**src/rtl/pcm_slot_pkg.sv**
```systemverilog
package pcm_slot_pkg;

  // Number of bits in one sample for the selected format.
  function automatic int slot_len(input logic wide, input int wide_w, input int narrow_w);
    return wide ? wide_w : narrow_w;
  endfunction

  // True when a given count falls inside a slot that starts at pos.
  function automatic logic in_slot(input int cnt, input int pos, input int len);
    return (cnt >= pos) && (cnt < pos + len);
  endfunction

endpackage

```
**src/rtl/pcm_frame_counter.sv**
```systemverilog
module pcm_frame_counter #(
  parameter int CNT_W = 10
) (
  input  logic             pclk,
  input  logic             rst_n,
  input  logic             fsync,
  input  logic [CNT_W-1:0] tx_start,
  input  logic [CNT_W-1:0] rx_start,
  output logic             tx_fire,
  output logic             rx_fire
);
  localparam logic [CNT_W-1:0] CMAX = '1;

  logic [CNT_W-1:0] cnt_q, cnt_d;
  logic             live_q, live_d;

  // A count is live from a frame pulse until it saturates at its maximum.
  always_comb begin
    if (fsync) begin
      cnt_d  = '0;
      live_d = 1'b1;
    end else if (!live_q || cnt_q == CMAX) begin
      cnt_d  = cnt_q;
      live_d = 1'b0;
    end else begin
      cnt_d  = cnt_q + 1'b1;
      live_d = 1'b1;
    end
  end

  always_ff @(posedge pclk or negedge rst_n) begin
    if (!rst_n) begin
      cnt_q  <= CMAX;
      live_q <= 1'b0;
    end else begin
      cnt_q  <= cnt_d;
      live_q <= live_d;
    end
  end

  // Transmit compares the count about to take effect; receive the current one.
  assign tx_fire = live_d && (cnt_d == tx_start);
  assign rx_fire = live_q && (cnt_q == rx_start);

  AST_CNT_RESTART: assert property (@(posedge pclk) disable iff (!rst_n)
    fsync |=> (cnt_q == '0) && live_q);
  AST_CNT_STEP: assert property (@(posedge pclk) disable iff (!rst_n)
    (!fsync && live_q && cnt_q != CMAX) |=> (cnt_q == $past(cnt_q) + 1'b1));
  AST_TX_POS: assert property (@(posedge pclk) disable iff (!rst_n)
    tx_fire |=> (cnt_q == $past(tx_start)));
  AST_NO_WRAP: assert property (@(posedge pclk) disable iff (!rst_n)
    (!fsync && cnt_q == CMAX) |=> (cnt_q == CMAX) && !live_q);

endmodule

```
**src/rtl/pcm_tx_lane.sv**
```systemverilog
module pcm_tx_lane
  import pcm_slot_pkg::*;
#(
  parameter int SAMPLE_W = 16,
  parameter int NARROW_W = 8
) (
  input  logic                pclk,
  input  logic                rst_n,
  input  logic                tx_fire,
  input  logic                wide_mode,
  input  logic                rel_fall,
  input  logic [SAMPLE_W-1:0] tx_word,
  output logic                dtx_data,
  output logic                dtx_oe
);
  localparam int LEFT_W = $clog2(SAMPLE_W + 1);

  logic [SAMPLE_W-1:0] sh_q;
  logic [LEFT_W-1:0]   left_q;
  logic                cut_q;
  logic                tx_active;
  logic                tx_last;

  assign tx_active = (left_q != '0);
  assign tx_last   = (left_q == LEFT_W'(1));

  // Load aligns the sample so that its MSB sits at the top of the shifter.
  always_ff @(posedge pclk or negedge rst_n) begin
    if (!rst_n) begin
      sh_q   <= '0;
      left_q <= '0;
    end else if (tx_fire) begin
      sh_q   <= wide_mode ? tx_word : (tx_word << (SAMPLE_W - NARROW_W));
      left_q <= LEFT_W'(slot_len(wide_mode, SAMPLE_W, NARROW_W));
    end else if (tx_active) begin
      sh_q   <= sh_q << 1;
      left_q <= left_q - 1'b1;
    end
  end

  // Half-cycle early release inside the last bit.
  always_ff @(negedge pclk or negedge rst_n) begin
    if (!rst_n) cut_q <= 1'b0;
    else        cut_q <= tx_last && rel_fall;
  end

  assign dtx_data = sh_q[SAMPLE_W-1];
  assign dtx_oe   = tx_active && !(cut_q && tx_last);

  AST_TX_DRIVE: assert property (@(posedge pclk) disable iff (!rst_n)
    tx_fire |=> dtx_oe);
  AST_TX_RELEASE: assert property (@(posedge pclk) disable iff (!rst_n)
    (tx_last && !tx_fire) |=> !dtx_oe);
  AST_TX_IDLE: assert property (@(posedge pclk) disable iff (!rst_n)
    (!tx_active && !tx_fire) |=> !dtx_oe);

endmodule

```
**src/rtl/pcm_rx_lane.sv**
```systemverilog
module pcm_rx_lane
  import pcm_slot_pkg::*;
#(
  parameter int SAMPLE_W = 16,
  parameter int NARROW_W = 8
) (
  input  logic                pclk,
  input  logic                rst_n,
  input  logic                rx_fire,
  input  logic                wide_mode,
  input  logic                drx,
  output logic [SAMPLE_W-1:0] rx_word,
  output logic                rx_valid
);
  localparam int LEFT_W = $clog2(SAMPLE_W + 1);
  localparam logic [SAMPLE_W-1:0] NMASK = {{(SAMPLE_W-NARROW_W){1'b0}}, {NARROW_W{1'b1}}};

  logic [SAMPLE_W-1:0] sh_q;
  logic [LEFT_W-1:0]   left_q;
  logic                wide_q;
  logic                done_q;

  // Bits are taken on the falling edge, in the middle of each bit period.
  always_ff @(negedge pclk or negedge rst_n) begin
    if (!rst_n) begin
      sh_q   <= '0;
      left_q <= '0;
      wide_q <= 1'b0;
      done_q <= 1'b0;
    end else if (rx_fire) begin
      sh_q   <= {sh_q[SAMPLE_W-2:0], drx};
      left_q <= LEFT_W'(slot_len(wide_mode, SAMPLE_W, NARROW_W) - 1);
      wide_q <= wide_mode;
      done_q <= 1'b0;
    end else if (left_q != '0) begin
      sh_q   <= {sh_q[SAMPLE_W-2:0], drx};
      left_q <= left_q - 1'b1;
      done_q <= (left_q == LEFT_W'(1));
    end else begin
      done_q <= 1'b0;
    end
  end

  // Hand the finished word into the rising-edge domain as a one-cycle pulse.
  always_ff @(posedge pclk or negedge rst_n) begin
    if (!rst_n) begin
      rx_word  <= '0;
      rx_valid <= 1'b0;
    end else begin
      rx_valid <= done_q;
      if (done_q) rx_word <= wide_q ? sh_q : (sh_q & NMASK);
    end
  end

  AST_RX_ONE_SHOT: assert property (@(posedge pclk) disable iff (!rst_n)
    rx_valid |=> !rx_valid);
  AST_RX_HOLD: assert property (@(posedge pclk) disable iff (!rst_n)
    !rx_valid |-> $stable(rx_word));
  AST_RX_NARROW: assert property (@(posedge pclk) disable iff (!rst_n)
    (rx_valid && !wide_q) |-> ((rx_word & ~NMASK) == '0));

endmodule

```
**src/rtl/pcm_slot_port.sv**
```systemverilog
module pcm_slot_port #(
  parameter int CNT_W    = 10,
  parameter int SAMPLE_W = 16,
  parameter int NARROW_W = 8
) (
  input  logic                pclk,
  input  logic                rst_n,
  input  logic                fsync,
  input  logic [CNT_W-1:0]    tx_start,
  input  logic [CNT_W-1:0]    rx_start,
  input  logic                wide_mode,
  input  logic                rel_fall,
  input  logic [SAMPLE_W-1:0] tx_word,
  input  logic                drx,
  output logic                dtx_data,
  output logic                dtx_oe,
  output logic [SAMPLE_W-1:0] rx_word,
  output logic                rx_valid
);
  logic tx_fire;
  logic rx_fire;

  pcm_frame_counter #(.CNT_W(CNT_W)) u_count (
    .pclk     (pclk),
    .rst_n    (rst_n),
    .fsync    (fsync),
    .tx_start (tx_start),
    .rx_start (rx_start),
    .tx_fire  (tx_fire),
    .rx_fire  (rx_fire)
  );

  pcm_tx_lane #(.SAMPLE_W(SAMPLE_W), .NARROW_W(NARROW_W)) u_tx (
    .pclk      (pclk),
    .rst_n     (rst_n),
    .tx_fire   (tx_fire),
    .wide_mode (wide_mode),
    .rel_fall  (rel_fall),
    .tx_word   (tx_word),
    .dtx_data  (dtx_data),
    .dtx_oe    (dtx_oe)
  );

  pcm_rx_lane #(.SAMPLE_W(SAMPLE_W), .NARROW_W(NARROW_W)) u_rx (
    .pclk      (pclk),
    .rst_n     (rst_n),
    .rx_fire   (rx_fire),
    .wide_mode (wide_mode),
    .drx       (drx),
    .rx_word   (rx_word),
    .rx_valid  (rx_valid)
  );

  AST_FIRE_NEEDS_RUN: assert property (@(posedge pclk) disable iff (!rst_n)
    $rose(dtx_oe) |-> $past(tx_fire) || $past(fsync) || tx_fire || 1'b1 ? $past(tx_fire) : 1'b0);

endmodule

```
**config.mk**
```make
export PLATFORM = sky130hd
export DESIGN_NAME = pcm_slot_port
export DESIGN_NICKNAME = d
export VERILOG_FILES = /design/src/rtl/pcm_slot_pkg.sv /design/src/rtl/pcm_frame_counter.sv /design/src/rtl/pcm_tx_lane.sv /design/src/rtl/pcm_rx_lane.sv /design/src/rtl/pcm_slot_port.sv
export SDC_FILE = /design/constraint.sdc
export NUM_CORES = 1
export LEC_CHECK = 0
export ABC_AREA = 0
export BUFFER_PORTS_ARGS = -buffer_cell sky130_fd_sc_hd__buf_2
export CAP_MARGIN = 0
export CORE_UTILIZATION = 55
export DETAILED_ROUTE_END_ITERATION = 8
export PLACE_DENSITY = 0.78
export REMOVE_ABC_BUFFERS = 1
export SYNTH_ARGS = -nofsm -noshare
export SYNTH_HDL_FRONTEND = slang
export SYNTH_SLANG_ARGS = --single-unit
```
**constraint.sdc**
```tcl
create_clock -name pclk -period 3.5 [get_ports pclk]
set_clock_uncertainty 0.15 [all_clocks]
set_input_delay 0.35 -clock pclk [delete_from_list [all_inputs] [get_ports pclk]]
set_output_delay 0.35 -clock pclk [all_outputs]
set_load 0.01 [all_outputs]
```
==> metrics <==
RD Place Congestion=0.892; post-place setup slack=-0.254 ns; total power density per cell area=572 nW/um^2; largest net degree at the start of global routing=31; First-pass DRT Iterations=7; total number of vias=2796; Max transition margin=0.476; commonest non-fill, non-tap cell in the layout=buf_2; total wirelength of the detailed-routed design=7270 um; post-synthesis async set-or-reset flop share=1.00; synthesis warning total=0; starting density of the core=0.579; Fin Setup TNS=-4.23 ns; capture instance of the worst register-to-register path=u_rx.sh_q[15]; logic depth of the worst path, buffers included=7; HP Start=tx_word[6]; Worst VDD drop=0.500 mV; core box area=6460 sq um; number of violations reported at the end of detailed-routing iteration 0=123; vias in the first global route=2782; type of element capturing the critical path=flip-flop; post-synthesis instance area=3740 sq um; type of element launching the critical path=flip-flop; area growth from synthesis to layout=18.2%; share of post-route cells with drive strength above 1=0.327; startpoint of the worst register-to-register path=u_count.cnt_q[9]; setup slack of the worst register-to-register path=-0.25 ns; CTS tree=built; worst setup path startpoint=u_count.cnt_q[9]; Placement Rows=29; H-tree lvl count=3; die area=7140 sq um; Horiz. Die Dim=84.5 um; end of the critical path=u_rx.sh_q[15]; register area share after synthesis=0.491; clock root cell=clkbuf_8; post-place instance area=4210 sq um; number of diodes added for antenna fixing=0; total DRC errors in the routed layout=8; path type of the worst setup path=reg -> reg; number of enable-type register cells in the synthesized netlist=0; Cell Count Post-Placement=474; final core utilization=0.685; port buffer count=60; result of the run=finished, violations left; setup-violating endpoint count in the final report=20; Synth Register Bits=73; sequence of cells on the critical path=xnor2_2 > nand4_1 > nor2_1 > nand4_1 > nand2_2 > buf_12 > mux2_2; Inserted Clock Buffers=9; total routing usage reported by global routing=0.223; worst path setup slack after routing=-0.250 ns; number of nets in the layout=460; family with the most delay on the worst path=flip-flops; Worst Max-Slew Pin Slew=0.784 ns; crit-path max cell delay=0.56 ns; routed len/inst=14.7 um; number of fill cells=479; maximum clock insertion buffer count=2; die extent in y=84.5 um; most prevalent standard cell on the critical path=nand4_1; clock transition at the register clock pins on the worst setup and hold paths after CTS=0.08 ns; number of primary I/O pins=61; clock sinks=73; cell depth of the worst flop-to-flop path=7; Hold Violations, Final=0; final HPWL from detailed placement=5290 um; global-route wire length before repair=12500 um; slowest cell on the critical path=dfstp_2; RSZ-0062 raised after global routing=true; violations in the final reports=DRC, setup timing; Skew-Pair Late Insertion Delay=0.34 ns; commonest cells after routing, fill and taps aside=buf_2, mux2i_1, dfrtp_1; type of the most critical hold path=in -> reg; antenna viol nets, final=0; arrival time worst endpoint=2.03 ns; instance count of the mapped netlist=338; critical path peak fanout=16; via density per instance=5.67; Buf+Inv Stages, Crit Path=1; final instance count without filler cells=493; leading register cell type out of synthesis=dfrtp_1; standby leakage power=0.00208 uW; Post-Synthesis Mean Instance Area=11.1 sq um; number of antenna violations at the first check in global routing=0; total congestion overflow=0; count of final max-slew check failures=0; max-capacitance violation count=0; distinct cell type count of the synthesized netlist=43; total non-filler cell area in the finished layout=4420 sq um; required time reported for the critical path endpoint=1.78 ns
per-layer routing:
| metal | vias to the layer above | global-route usage | share of wire |
|---|---|---|---|
| li1 | 1343 | - | - |
| met1 | 1371 | 0.293 | 0.46 |
| met2 | 72 | 0.349 | 0.48 |
| met3 | 10 | 0.0600 | 0.049 |
| met4 | 0 | 0.0986 | 0.015 |
| met5 | - | 0 | 0 |
kinds of logic after synthesis:
kind of cell | after synthesis | share of synthesized area
adder cells (fa/ha/maj) | 7 | 0.0234
buffers and inverters | 37 | 0.0438
AND/OR/NAND/NOR | 94 | 0.127
XOR/XNOR | 21 | 0.0491
AO/OA/AOI/OAI | 35 | 0.0662
flip-flops | 73 | 0.491
multiplexers | 71 | 0.199
report_power, final:
group	internal [uW]	total [uW]	switching, uW
combinational	391	731	340
sequential	1070	1230	153
clock	259	574	315
cell usage after synthesis (all sizes together) (2+ instances only):
| cell | number | share of area |
|---|---|---|
| mux2i | 45 | 0.12 |
| dfrtp | 39 | 0.26 |
| mux2 | 26 | 0.078 |
| nand2 | 25 | 0.025 |
| dfrtn | 24 | 0.16 |
| inv | 17 | 0.017 |
| xnor2 | 16 | 0.037 |
| nor2 | 14 | 0.014 |
| nand3 | 12 | 0.016 |
| nor3 | 12 | 0.016 |
| o21ai | 12 | 0.016 |
| buf | 10 | 0.017 |
| clkbuf | 10 | 0.010 |
| dfstp | 10 | 0.070 |
| ha | 7 | 0.023 |
| nand4 | 7 | 0.012 |
| a21oi | 5 | 0.0067 |
| nand2b | 5 | 0.0084 |
| xor2 | 5 | 0.012 |
| a31oi | 4 | 0.0067 |
| and3 | 4 | 0.0067 |
| and4 | 4 | 0.0094 |
| nor4 | 3 | 0.0050 |
| o211ai | 3 | 0.0060 |
| a2111oi | 2 | 0.010 |
| a21o | 2 | 0.0040 |
| a41oi | 2 | 0.0047 |
| and2 | 2 | 0.0033 |
| or3 | 2 | 0.0033 |
layout make-up:
class / count / area [sq um] / share of cell area
inverter: 17 / 63.8 / 0.0144
clock buffer: 10 / 128 / 0.0289
tap: 77 / 96.3 / 0.0218
multi-input combinational: 228 / 1760 / 0.397
clock inverter: 6 / 41.3 / 0.00934
sequential: 73 / 1840 / 0.416
timing repair buffer: 82 / 497 / 0.112
worst min path at each step:
| stage | end | cells after the start | slack (ns) |
|---|---|---|---|
| floorplan | u_count.live_q | 0 | -0.1 |
| global placement | u_rx.rx_word[3] | 1 | 0.27 |
| detailed placement | u_rx.rx_word[1] | 1 | 0.28 |
| CTS | u_tx.left_q[3] | 2 | 0.1 |
| global route | u_tx.sh_q[6] | 3 | 0.11 |
| finish | u_tx.sh_q[6] | 3 | 0.12 |
sequential cells by signal (all words and copies together) (netlist names), 5 cells and up:
register,cells
u_count.cnt_q,10
u_rx.left_q,5
u_rx.rx_word,16
u_rx.sh_q,16
u_tx.left_q,5
u_tx.sh_q,16
timing repair:
action,CTS,global route
hold buffers,1,0
hold endpoints to repair,3,0
setup buffers,3,0
pin swaps,3,0
resized for setup,3,2
endpoints found under the setup margin,18,22
per-stage QoR:
step / hold slack (ns) / total power [uW]
finish: 0.117 / 2530
global route: 0.114 / 2710
CTS: 0.0953 / 2560
detailed placement: 0.284 / 1970
global placement: 0.273 / 1930
floorplan: -0.0956 / 1720
tightest hold or removal path: cells and delay by family:
family,cells,cell delay (ns)
buffers and inverters,1,0.11
multiplexers,1,0.06
AND/OR/NAND/NOR,1,0.06
No activity file was read; power rests on OpenSTA's default activity.
